<file path="src/rtl/scratch_copy_ctrl.sv">
module scratch_copy_ctrl #(
  parameter logic [7:0]  WRITE_CODE = 8'h0F,
  parameter logic [7:0]  COPY_CODE  = 8'h55,
  parameter int          SP_BYTES   = 32,
  parameter logic [15:0] LOCK_LO    = 16'h0200,
  parameter logic [15:0] LOCK_HI    = 16'h0213
) (
  input  logic        clk,
  input  logic        rst_n,
  input  logic        cmd_stb,
  input  logic [7:0]  cmd_code,
  input  logic        rx_valid,
  input  logic [7:0]  rx_byte,
  input  logic        xfer_end,
  input  logic [2:0]  tail_bits,
  input  logic        crc_shift,
  input  logic        lock_in,
  output logic        crc_valid,
  output logic        crc_bit,
  output logic [15:0] ta_out,
  output logic [7:0]  es_out,
  output logic        mem_we,
  output logic [15:0] mem_addr,
  output logic [7:0]  mem_wdata
);
  localparam int OW = $clog2(SP_BYTES);
  localparam logic [OW-1:0] LAST = OW'(SP_BYTES - 1);

  typedef enum logic [3:0] {IDLE, W_TA1, W_TA2, W_DATA, W_CRC,
                            C_A1, C_A2, C_ES, C_RUN} st_t;

  st_t           st;
  logic [15:0]   ta, cp_addr, crc, sh;
  logic [OW-1:0] ptr, eoff;
  logic          pf, aa, full, match;
  logic [3:0]    bcnt;
  logic [7:0]    sp [SP_BYTES];
  logic          sp_we, in_lock;

  function automatic logic [15:0] crc_step(input logic [15:0] c, input logic [7:0] d);
    logic [15:0] r;
    r = c;
    for (int i = 0; i < 8; i++) begin
      if (r[0] ^ d[i]) r = (r >> 1) ^ 16'hA001;
      else             r = r >> 1;
    end
    return r;
  endfunction

  assign es_out    = 8'({aa, 1'b0, pf, eoff});
  assign ta_out    = ta;
  assign crc_valid = (st == W_CRC);
  assign crc_bit   = sh[0];
  assign in_lock   = lock_in && cp_addr >= LOCK_LO && cp_addr <= LOCK_HI;
  assign mem_we    = (st == C_RUN) && !in_lock;
  assign mem_addr  = cp_addr;
  assign mem_wdata = sp[ptr];
  assign sp_we     = !cmd_stb && st == W_DATA && !xfer_end && rx_valid && !full;

  always_ff @(posedge clk)
    if (sp_we) sp[ptr] <= rx_byte;

  always_ff @(posedge clk) begin
    if (!rst_n) begin
      st <= IDLE; ta <= '0; cp_addr <= '0; crc <= '0; sh <= '0;
      ptr <= '0; eoff <= '0; pf <= 1'b0; aa <= 1'b0; full <= 1'b0;
      match <= 1'b0; bcnt <= '0;
    end else if (cmd_stb) begin
      if (cmd_code == WRITE_CODE) begin
        st <= W_TA1; crc <= crc_step(16'h0000, cmd_code);
        aa <= 1'b0; pf <= 1'b0; full <= 1'b0;
      end else if (cmd_code == COPY_CODE) begin
        st <= C_A1; match <= 1'b1;
      end else
        st <= IDLE;
    end else begin
      case (st)
        W_TA1:
          if (xfer_end) st <= IDLE;
          else if (rx_valid) begin
            ta[7:0] <= rx_byte; crc <= crc_step(crc, rx_byte); st <= W_TA2;
          end
        W_TA2:
          if (xfer_end) st <= IDLE;
          else if (rx_valid) begin
            ta[15:8] <= rx_byte; crc <= crc_step(crc, rx_byte);
            ptr <= ta[OW-1:0]; eoff <= ta[OW-1:0]; st <= W_DATA;
          end
        W_DATA:
          if (xfer_end) begin
            pf <= (tail_bits != 3'd0);
            if (full) begin
              st <= W_CRC; sh <= ~crc; bcnt <= '0;
            end else
              st <= IDLE;
          end else if (rx_valid && !full) begin
            eoff <= ptr; ptr <= ptr + 1'b1;
            full <= (ptr == LAST);
            crc  <= crc_step(crc, rx_byte);
          end
        W_CRC:
          if (crc_shift) begin
            sh <= sh >> 1; bcnt <= bcnt + 1'b1;
            if (bcnt == 4'd15) st <= IDLE;
          end
        C_A1:
          if (xfer_end) st <= IDLE;
          else if (rx_valid) begin
            match <= (rx_byte == ta[7:0]); st <= C_A2;
          end
        C_A2:
          if (xfer_end) st <= IDLE;
          else if (rx_valid) begin
            match <= match && (rx_byte == ta[15:8]); st <= C_ES;
          end
        C_ES:
          if (xfer_end) st <= IDLE;
          else if (rx_valid) begin
            if (match && rx_byte == es_out) begin
              st <= C_RUN; ptr <= ta[OW-1:0]; cp_addr <= ta;
            end else
              st <= IDLE;
          end
        C_RUN:
          if (ptr == eoff) begin
            aa <= 1'b1; st <= IDLE;
          end else begin
            ptr <= ptr + 1'b1; cp_addr <= cp_addr + 16'd1;
          end
        default: st <= IDLE;
      endcase
    end
  end


  crc_only_full_chk: assert property (@(posedge clk) disable iff (!rst_n)
    $rose(crc_valid) |-> ($past(xfer_end) && es_out[OW-1:0] == LAST));


  wr_clears_flags_chk: assert property (@(posedge clk) disable iff (!rst_n)
    (cmd_stb && cmd_code == WRITE_CODE) |=> (!es_out[7] && !es_out[5]));


  copy_addr_step_chk: assert property (@(posedge clk) disable iff (!rst_n)
    (st == C_RUN && $past(st) == C_RUN) |-> mem_addr == $past(mem_addr) + 16'd1);


  aa_after_run_chk: assert property (@(posedge clk) disable iff (!rst_n)
    $rose(es_out[7]) |-> $past(st) == C_RUN);


  echo_miss_chk: assert property (@(posedge clk) disable iff (!rst_n)
    (st == C_ES && rx_valid && !cmd_stb && !xfer_end && rx_byte != es_out) |=> !mem_we);


  es_bit6_chk: assert property (@(posedge clk) disable iff (!rst_n) !es_out[6]);
endmodule

</file>
<file path="config.mk">
export PLATFORM = sky130hd
export DESIGN_NAME = scratch_copy_ctrl
export DESIGN_NICKNAME = d
export VERILOG_FILES = /design/src/rtl/scratch_copy_ctrl.sv
export SDC_FILE = /design/constraint.sdc
export NUM_CORES = 1
export LEC_CHECK = 0
export BUFFER_PORTS_ARGS = -buffer_cell sky130_fd_sc_hd__buf_2
export CAP_MARGIN = 20
export CELL_PAD_IN_SITES_DETAIL_PLACEMENT = 2
export CELL_PAD_IN_SITES_GLOBAL_PLACEMENT = 2
export CORE_MARGIN = 2
export CORE_UTILIZATION = 40
export DETAILED_ROUTE_END_ITERATION = 7
export GPL_TIMING_DRIVEN = 0
export PLACE_DENSITY = 0.81
export SYNTH_ARGS = -nofsm -noshare
export SYNTH_HDL_FRONTEND = slang
export SYNTH_SLANG_ARGS = --single-unit
</file>
<file path="constraint.sdc">
create_clock -name clk -period 2.25 [get_ports clk]
set_clock_uncertainty 0.15 [all_clocks]
set_input_delay 0 -clock clk [delete_from_list [all_inputs] [get_ports clk]]
set_output_delay 0 -clock clk [all_outputs]
set_load 0.005 [all_outputs]
</file>
==> impl_results.md, run 1 <==
- CP Capture Type: output pin
- Final count of hold timing violations: 0
- Vias per cell: 5.89
- Clk buf depth: 3
- Top-Level Pins: 77
- Crit path cell chain: buf_12 -> buf_12 -> mux4_2 -> mux4_2 -> mux2_2 -> buf_2
- CTS sink cnt: 347
- Setup TNS Final: -23.80 ns
- Status: finished with violations
- DRC viols: 0
- Grt ovf: 0
- CP max FO: 10
- CTS Buf Count: 40
- Peak VDD IR: 0.000929 V
- Synth top area share: 0.504
- Pwr dens: 714 mW/mm²
- Most frequent cells in the layout: edfxtp_1 (256), nand2_1 (83), mux4_2 (80)
- Worst Path Buf+Inv: 3
- Family with the most delay on the worst path: multiplexers
- Synth top area cells: edfxtp_1 (50%), dfxtp_1 (12%), mux4_2 (12%), xnor2_1 (2.6%), nor2_1 (2.4%)
- RSZ-0062 raised after global routing: true
- EDFF count, synth: approximately 260
- Hold Crit Depth: 4
- Hold WC Path Type: input pin to flip-flop
- RePlAce Congestion: a little over 0.8
- Detail Route Antenna Nets: 0
- Post-synth ARST share: 0
- TritonCTS clock tree: done
- Max-cap viol count: 0
- Mean post-synth cell area: 14.2 µm²
- Crit path DAT: roughly 2.8 ns
- Pins Over Slew Limit: 0
- Row count: 71
- Die Span Y: ~200 µm
- Post-Syn Area: roughly 0.015 mm²
- Worst setup margin: -0.690 ns
- Synth Instances: 1075
- 1st-iter DRT viols: 821
- Largest net degree at the start of global routing: 33
- Routed WL per cell: 31.4 µm
- Worst R2R Path Depth: 9
- Final setup vio count: 297
- FILL cells: 3405
- Final Cycle Share: 1.31
- Slowest CP cell: mux4_2
- Synth unique cells: 70
- Drt total wl: roughly 58000 µm
- CP Depth: 6
- Kind of critical path: flip-flop to output pin
- Crit path launch type: flip-flop
- Drt first pass iters: 4
- Slew @ Worst Pin: 1.12 ns
- Routed vias: about 11000
- Share of layout cells above drive strength 1: 0.385
- Final Cell Area: about 0.02 mm²
- #FFs+latches synth: 347
- Dpl hpwl: 31200 µm
- Syn_nets: around 1100
- Fin nets: 1345
- CTS H-Tree Depth: 2
- Cell taking the most area after synthesis: edfxtp_1
- Rel. slew slack: 0.252
- Core Area: 0.0376 mm²
- Multi-input gate area: just over 0.006 mm²
- Synth warn: 0
- Static Leak: 6.69 nW
- Initial antenna violation count: 2
- Number of global-route vias before repair: ~11000
- Placed insts: about 1700
- Area delta synth->final: 31.9%
- Gr usage total: 0.266
- Layout Cells excl Fill: roughly 1800
- Most common cell after layout, fill and taps aside: edfxtp_1
- I/O Buffers: 73
- Clock-pin slew on the worst setup and hold paths: ~0.070 ns
- Highest Clock Rate: 0.340 GHz
- Chip width: 199 µm
- Post-synth top flop: edfxtp_1
- Setup slack, reg-to-reg: -0.23 ns
- DIE AREA: a little under 0.04 mm²
- First-pass GRT wire length: slightly below 80000 µm
- Worst endpoint required time: 2.10 ns
- Max stage delay on crit path: 0.56 ns
- Failing checks: setup timing
- Tmin final: 2.94 ns
- Reg area: between 0.009 and 0.01 mm²
- Initial Util: 0.406
- Sequential area share after synthesis: 0.624
- Total placed instance area: 0.0162 mm²
- Clk root buf: clkbuf_16
- Worst-Skew Late Latency: roughly 0.56 ns
[path summary, 6_finish.rpt]
kind / end / from
worst max-delay path: mem_wdata[1] / flip-flop
worst min-delay path: ta_out[14]$_SDFFE_PN0P_ / rx_byte[6]
worst max register to register: eoff[0]$_SDFFE_PN0P_ / st[3]$_SDFFE_PN0P_
worst min register to register: sh[0]$_SDFFE_PN0P_ / sh[0]$_SDFFE_PN0P_
[flip-flops by register name, indices dropped and copies added (netlist names), named ones only]
register and flops:
mem_addr 16, match 1, crc 16, eoff 5
pf 1, ptr 5, sh 16, ta_out 16
st 4, full 1, bcnt 4, sp 256
aa 1
[Yosys cell counts, types with 3 or more instances]
| library cell | number |
|---|---|
| a22oi_1 | 3 |
| mux2i_1 | 16 |
| nand4_1 | 12 |
| and4_1 | 3 |
| xnor2_1 | 46 |
| or3_1 | 7 |
| edfxtp_1 | 256 |
| a311oi_1 | 6 |
| a21oi_1 | 55 |
| dfxtp_1 | 91 |
| o31ai_1 | 5 |
| and2_1 | 6 |
| mux2_2 | 10 |
| nor4_1 | 3 |
| buf_4 | 7 |
| nand2b_1 | 3 |
| inv_1 | 15 |
| nor2b_1 | 4 |
| ha_1 | 16 |
| o221a_2 | 7 |
| o21ai_0 | 18 |
| nor2_1 | 99 |
| nand2_1 | 89 |
| and3_1 | 6 |
| mux4_2 | 80 |
| nor3_1 | 17 |
| a31oi_1 | 6 |
| nand3b_1 | 5 |
| o211ai_1 | 12 |
| nand4b_1 | 4 |
| clkbuf_1 | 37 |
| a21o_1 | 4 |
| a211oi_1 | 13 |
| buf_2 | 23 |
| nand3_1 | 35 |
| buf_1 | 6 |
| xor2_1 | 8 |
[cell type report]
class,instances,area share
clock inverter,25,0.0140
timing repair buffer,193,0.0910
sequential,347,0.476
clock buffer,48,0.0513
buffer,68,0.0264
multi-input combinational,637,0.307
tap,511,0.0318
inverter,16,0.00299
antenna,1,0.000125
[metrics by stage]
stage / setup WS [ns] / total power [W] / util / hold WS, ns
2_1_floorplan: -0.0342 / 0.00726 / - / -0.0511
3_3_place_gp: -0.916 / 0.00745 / 0.432 / 0.224
3_5_place_dp: -1.13 / 0.00748 / 0.432 / 0.233
4_1_cts: -0.678 / 0.0142 / 0.512 / 0.0504
5_1_grt: -0.714 / 0.0146 / 0.535 / 0.123
6_report: -0.690 / 0.0143 / 0.535 / 0.0905
[worst min-delay path, stage by stage]
cell and delay, ns:
buf_2 0.15, clkbuf_1 0.30, mux2i_1 0.24, nor2_1 0.06
[per-layer routing]
| layer | track usage | vias up | share of wire |
|---|---|---|---|
| li1 | - | 4577 | - |
| met1 | 0.331 | 5738 | 0.39 |
| met2 | 0.481 | 412 | 0.53 |
| met3 | 0.0316 | 153 | 0.046 |
| met4 | 0.0854 | 0 | 0.042 |
| met5 | 0 | - | 0 |
[power breakdown]
part	total, W	switching [W]	internal (W)	leakage, nW
clock network	0.00682	0.00293	0.00389	0.641
logic	0.000667	0.000413	0.000254	3.01
registers	0.00686	0.0000123	0.00685	3.05
[logic make-up after synthesis]
kind of cell,share of synthesized area
flops,0.624
simple gates,0.100
compound gates,0.0618
mux,0.136
buf+inv,0.0270
xor+xnor,0.0372
fa+ha+maj,0.0131
other cells,0.000246
[repair_timing]
item / in CTS / in global routing
resized for setup: 215 / 107
pin swaps: 38 / 67
hold buffers: 33 / 3
cloned: 3 / 3
endpoints found under the hold margin: 292 / 101
setup buffers: 46 / 35
endpoints found under the setup margin: 345 / 330
Note: power is estimated with default switching activity, not from simulation.
==> inputs of run 2 (changes only) <==
--- a/config.mk
+++ b/config.mk
@@ -13,6 +13,7 @@
 export CORE_UTILIZATION = 40
 export DETAILED_ROUTE_END_ITERATION = 7
 export GPL_TIMING_DRIVEN = 0
+export MAX_ROUTING_LAYER = met4
 export PLACE_DENSITY = 0.81
 export SYNTH_ARGS = -nofsm -noshare
 export SYNTH_HDL_FRONTEND = slang
==> run 2 against run 1 <==
Net effect: the flow still finishes with violations (setup timing); non-clock buffer count is 2 lower; highest routed layer unchanged; clock power is essentially flat; die area unchanged; first-iteration DRC count down 1.9%; wire length is 1.3% lower.
==> impl_results.md, run 2 (synthesis results as in run 1) <==
- Row count: 71
- FILL cells: around 3400
- Failing checks: setup timing
- RSZ-0062 raised after global routing: true
- Max Used Layer: met4
- DRC viols: 0
- Fin nets: between 1000 and 1500
- Initial Util: 0.406
- Worst endpoint required time: 2.10 ns
- Hold Crit Depth: 4
- RR Endpoint: mem_addr[15]$_SDFFE_PN0P_
- Setup slack, reg-to-reg: -0.23 ns
- Vias per cell: around 5.9
- Peak VDD IR: 0.000495 V
- Static Leak: 6.68 nW
- Final setup vio count: 305
- Max-cap viol count: 0
- Die Span Y: 199 µm
- Crit path launch type: flip-flop
- Drt total wl: 57300 µm
- DIE AREA: 0.0397 mm²
- Routed WL per cell: 31.0 µm
- Clk root buf: clkbuf_16
- Pwr Total: 0.0143 W
- Status: finished with violations
- Worst R2R Path Depth: 11
- Most flops, register: sp
- Endpoint of the worst hold path: ta_out[14]$_SDFFE_PN0P_
- Worst setup margin: -0.693 ns
- Grt ovf: 0
- Clock-pin slew on the worst setup and hold paths: 0.07 ns
- 1st-iter DRT viols: approximately 810
- Chip width: 199 µm
- CTS Buf Count: 40
- Worst R2R Start: st[3]$_SDFFE_PN0P_
- Final Cell Area: 0.0201 mm²
- Pins Over Slew Limit: 0
- Area delta synth->final: 31.9%
- Dpl hpwl: 31200 µm
- Detail Route Antenna Nets: 0
- Most common cell after layout, fill and taps aside: edfxtp_1
- Slew @ Worst Pin: 1.11 ns
- First-pass GRT wire length: 76800 µm
- Rel. slew slack: 0.258
- Worst-Skew Late Latency: 0.56 ns
- Routed wl met3: 2840 µm
- Total placed instance area: 0.0162 mm²
- Share of layout cells above drive strength 1: 0.388
- Max FFs per register: roughly 260
- Tmin final: 2.94 ns
- CTS sink cnt: approximately 350
- CP Capture Type: output pin
- Clk buf depth: 3
- Kind of critical path: flip-flop to output pin
- CTS H-Tree Depth: 2
- TritonCTS clock tree: done
- Pwr dens: 712 mW/mm²
- Top-Level Pins: 77
- RePlAce Congestion: 0.819
- Met2 Routed Length: 29900 µm
- Final count of hold timing violations: 0
- Min-delay src: rx_byte[6]
- Most frequent cells in the layout: edfxtp_1 (256), nand2_1 (83), mux4_2 (80)
- Hold WC Path Type: input pin to flip-flop
- Final Cycle Share: 1.31
- Crit path DAT: 2.79 ns
- CP max FO: 10
- Drt first pass iters: 5
- Largest net degree at the start of global routing: 33
- Highest Clock Rate: 0.340 GHz
- Routed vias: around 11000
- Number of global-route vias before repair: between 10000 and 15000
- Gr usage total: 0.274
- Met1 wire length: 22200 µm
- Initial antenna violation count: 2
- Core Area: 0.0376 mm²
- I/O Buffers: 73
-- run 2: metrics by stage --
step	setup slack, ns	setup TNS (ns)	utilization	hold slack [ns]	std cells
finish	-0.693	-26.98	0.535	0.0968	1844
detailed placement	-1.13	-303.75	0.432	0.233	1659
global route	-0.735	-41.39	0.535	0.0978	1844
global placement	-0.916	-255.67	0.432	0.224	1659
floorplan	-0.0342	-7.40	-	-0.0511	1075
CTS	-0.678	-8.57	0.512	0.0504	1808
-- run 2: how the worst max path moves through the flow --
stage / start / end / slack (ns)
after global placement: st[0]$_SDFFE_PN0P_ / sp[18][1]$_DFFE_PP_ / -0.92
after detailed placement: st[0]$_SDFFE_PN0P_ / sp[12][4]$_DFFE_PP_ / -1.13
final: flip-flop / mem_wdata[1] / -0.69
after CTS: flip-flop / mem_wdata[1] / -0.68
after floorplan: st[3]$_SDFFE_PN0P_ / sp[0][0]$_DFFE_PP_ / -0.03
after global routing: flip-flop / mem_wdata[1] / -0.73
-- run 2: what timing repair did --
item	4_1_cts	5_1_grt
hold buffers	33	3
pin swaps	38	68
cloned	3	3
setup endpoints to repair	345	331
hold endpoints to repair	292	101
resized for setup	215	112
setup buffers	46	33
-- run 2: metal layers --
metal	vias up	track usage
met5	-	-
met4	0	0.0813
met3	168	0.0297
met2	415	0.484
met1	5657	0.333
li1	4574	-
-- run 2: layout make-up --
cell class	count	area [µm²]	area share
flip-flops and latches	347	9560	0.476
multi-input cells	637	6180	0.308
repair buffers	191	1810	0.0900
clock buffers	48	1030	0.0513
well taps	511	639	0.0318
plain buffers	68	529	0.0263
clock inverters	25	282	0.0140
inverters	16	60.1	0.00299
diodes	1	2.50	0.000125
-- run 2: power breakdown --
group	internal, W	switching (W)	total [W]
Clock	0.00389	0.00291	0.00679
Sequential	0.00685	0.0000123	0.00686
Combinational	0.000251	0.000412	0.000663
Total	0.0110	0.00333	0.0143
-- run 2: critical path, cell delays in order, from the launching register on --
cell	delay (ns)
dfxtp_2	0.51
clkbuf_4	0.36
mux4_2	0.37
mux4_2	0.55
mux2_2	0.32
buf_2	0.13
==> inputs of run 3 (changes only) <==
--- a/config.mk
+++ b/config.mk
@@ -12,7 +12,6 @@
 export CORE_MARGIN = 2
 export CORE_UTILIZATION = 40
 export DETAILED_ROUTE_END_ITERATION = 7
-export GPL_TIMING_DRIVEN = 0
 export MAX_ROUTING_LAYER = met4
 export PLACE_DENSITY = 0.81
 export SYNTH_ARGS = -nofsm -noshare
==> run 3 against run 2 <==
Net effect: the run still ends with setup timing left; die area did not move; clock power shrank 12%; wire length decreased by 7.9%; non-clock buffer count decreased by 11; sequential share of layout area is 1.4 points higher; flip-flop and latch count did not move; global-route usage fell by 1.0 points; core utilization decreased by 1.7 points; worst hold slack improved by 0.14 ns; power is 6.2% lower; critical path depth is 1 higher; critical path type unchanged; largest cell class unchanged.
==> impl_results.md, run 3 (synthesis results as in run 1) <==
- Status: finished with violations
- Failing checks: setup timing
- Routed WL per cell: between 20 and 30 µm
- Worst setup margin: -0.655 ns
- Fin nets: 1332
- Critical Path End: mem_wdata[3]
- Detail Route Antenna Nets: 0
- Most frequent cells in the layout: edfxtp_1 (256), buf_4 (87), nand2_1 (82)
- RR Endpoint: ptr[3]$_SDFFE_PN0P_
- Hold WC Path Type: input pin to flip-flop
- Setup TNS Final: -5.36 ns
- Top-Level Pins: 77
- Reg area: 0.00954 mm²
- TritonCTS clock tree: done
- Max-cap viol count: 0
- Vias per cell: 5.74
- Clk buf depth: 3
- Final setup vio count: 22
- Core Area: about 0.038 mm²
- Pwr dens: 690 mW/mm²
- CP max FO: 8
- 1st-iter DRT viols: 676
- Static Leak: between 6 and 7 nW
- Most common cell after layout, fill and taps aside: edfxtp_1
- Rel. slew slack: 0.520
- Worst R2R Path Depth: 6
- Slew @ Worst Pin: 0.720 ns
- Dpl hpwl: 32600 µm
- Kind of critical path: flip-flop to output pin
- Worst-Skew Late Latency: 0.54 ns
- RePlAce Congestion: ~0.82
- Initial Util: 0.406
- Routed vias: around 11000
- RSZ-0062 raised after global routing: true
- Antenna cell count: 0
- Drt total wl: approximately 53000 µm
- Finished Core Util: 0.518
- Multi-input gate area: 0.00585 mm²
- Final Cycle Share: 1.29
- CP Capture Type: output pin
- Final count of hold timing violations: 0
- FILL cells: 3501
- Number of global-route vias before repair: approximately 11000
- Area delta synth->final: 27.7%
- Share of layout cells above drive strength 1: 0.354
- DIE AREA: 0.0397 mm²
- Drt first pass iters: 5
- Tmin final: 2.91 ns
- Pins Over Slew Limit: 0
- DRC viols: 0
- CTS H-Tree Depth: 2
- Highest Clock Rate: about 0.34 GHz
- Chip width: roughly 200 µm
- Gr usage total: 0.264
- First-pass GRT wire length: 74300 µm
- CTS Buf Count: 39
- Peak VDD IR: 0.000491 V
- Worst R2R Start: eoff[0]$_SDFFE_PN0P_
- Worst endpoint required time: approximately 2.1 ns
- Clock-pin slew on the worst setup and hold paths: 0.06 ns
- Clk root buf: clkbuf_16
- Most flops, register: sp
- WHS: roughly 0.24 ns
- Setup slack, reg-to-reg: -0.09 ns
- Largest net degree at the start of global routing: 37
- Row count: 71
- Grt ovf: 0
- Die Span Y: 199 µm
- Crit path DAT: 2.76 ns
- Crit path launch type: flip-flop
- CTS sink cnt: 347
- Max FFs per register: ~260
- I/O Buffers: 75
- Initial antenna violation count: 0
==> run 3: changes by cell type in the layout (fill, tap and decap cells not counted), moves of 10 or more <==
cell and change:
nor2_1 +16, buf_12 -21, a21oi_1 +11, nor2_4 -25
clkbuf_1 -13, a21oi_2 -10, buf_4 +33, dfxtp_1 +10
==> run 3: power breakdown <==
| part | internal [W] | switching [W] |
|---|---|---|
| clock | 0.00333 | 0.00265 |
| combinational | 0.000221 | 0.000366 |
| sequential | 0.00686 | 0.00000969 |
==> run 3: stage by stage <==
step / setup slack [ns] / area, µm² / cells / power (W)
2_1_floorplan: -0.0342 / 15200 / 1075 / 0.00726
3_3_place_gp: -0.0999 / 17000 / 1714 / 0.00748
3_5_place_dp: -0.357 / 17000 / 1714 / 0.00751
4_1_cts: -0.663 / 18800 / 1820 / 0.0134
5_1_grt: -0.715 / 19500 / 1829 / 0.0138
6_report: -0.655 / 19500 / 1829 / 0.0134
==> run 3: worst max-delay path: stages (launching register included) <==
cell and delay, ns:
dfxtp_4 0.38, buf_12 0.15, buf_12 0.15, mux4_2 0.56
mux4_2 0.53, mux2_4 0.32, buf_6 0.12
==> run 3: area by class of cell <==
type                       instances  share of cell area
multi-input combinational        638               0.301
clock buffer                      52              0.0527
sequential                       347               0.490
inverter                          16             0.00309
tap                              511              0.0329
timing repair buffer             248               0.114
clock inverter                    17             0.00637
==> run 3: worst min-delay path by stage <==
stage                 from             endpoint  slack (ns)  cells past startpoint
2_1_floorplan   rx_byte[0]   sp[0][0]$_DFFE_PP_       -0.05                      0
3_5_place_dp   cmd_code[0]  crc[6]$_SDFFE_PN0P_        0.23                      3
4_1_cts        cmd_code[0]  crc[6]$_SDFFE_PN0P_        0.22                      4
3_3_place_gp   cmd_code[0]  crc[6]$_SDFFE_PN0P_        0.22                      3
6_report       cmd_code[0]  crc[6]$_SDFFE_PN0P_        0.24                      4
5_1_grt        cmd_code[0]  crc[6]$_SDFFE_PN0P_        0.27                      4
==> run 3: timing repair <==
item,4_1_cts,5_1_grt
buffers inserted,6,8
cloned,4,2
pin swaps,2,31
setup endpoints to repair,308,303
gates resized for setup,65,134
endpoints found under the hold margin,189,0
hold buffers,27,0
==> run 3: metal layers <==
layer | global-route usage | wire length [µm]
met1 | 0.327 | 21500
met2 | 0.453 | 27400
met3 | 0.0430 | 2400
met4 | 0.0633 | 1440
met5 | - | 0
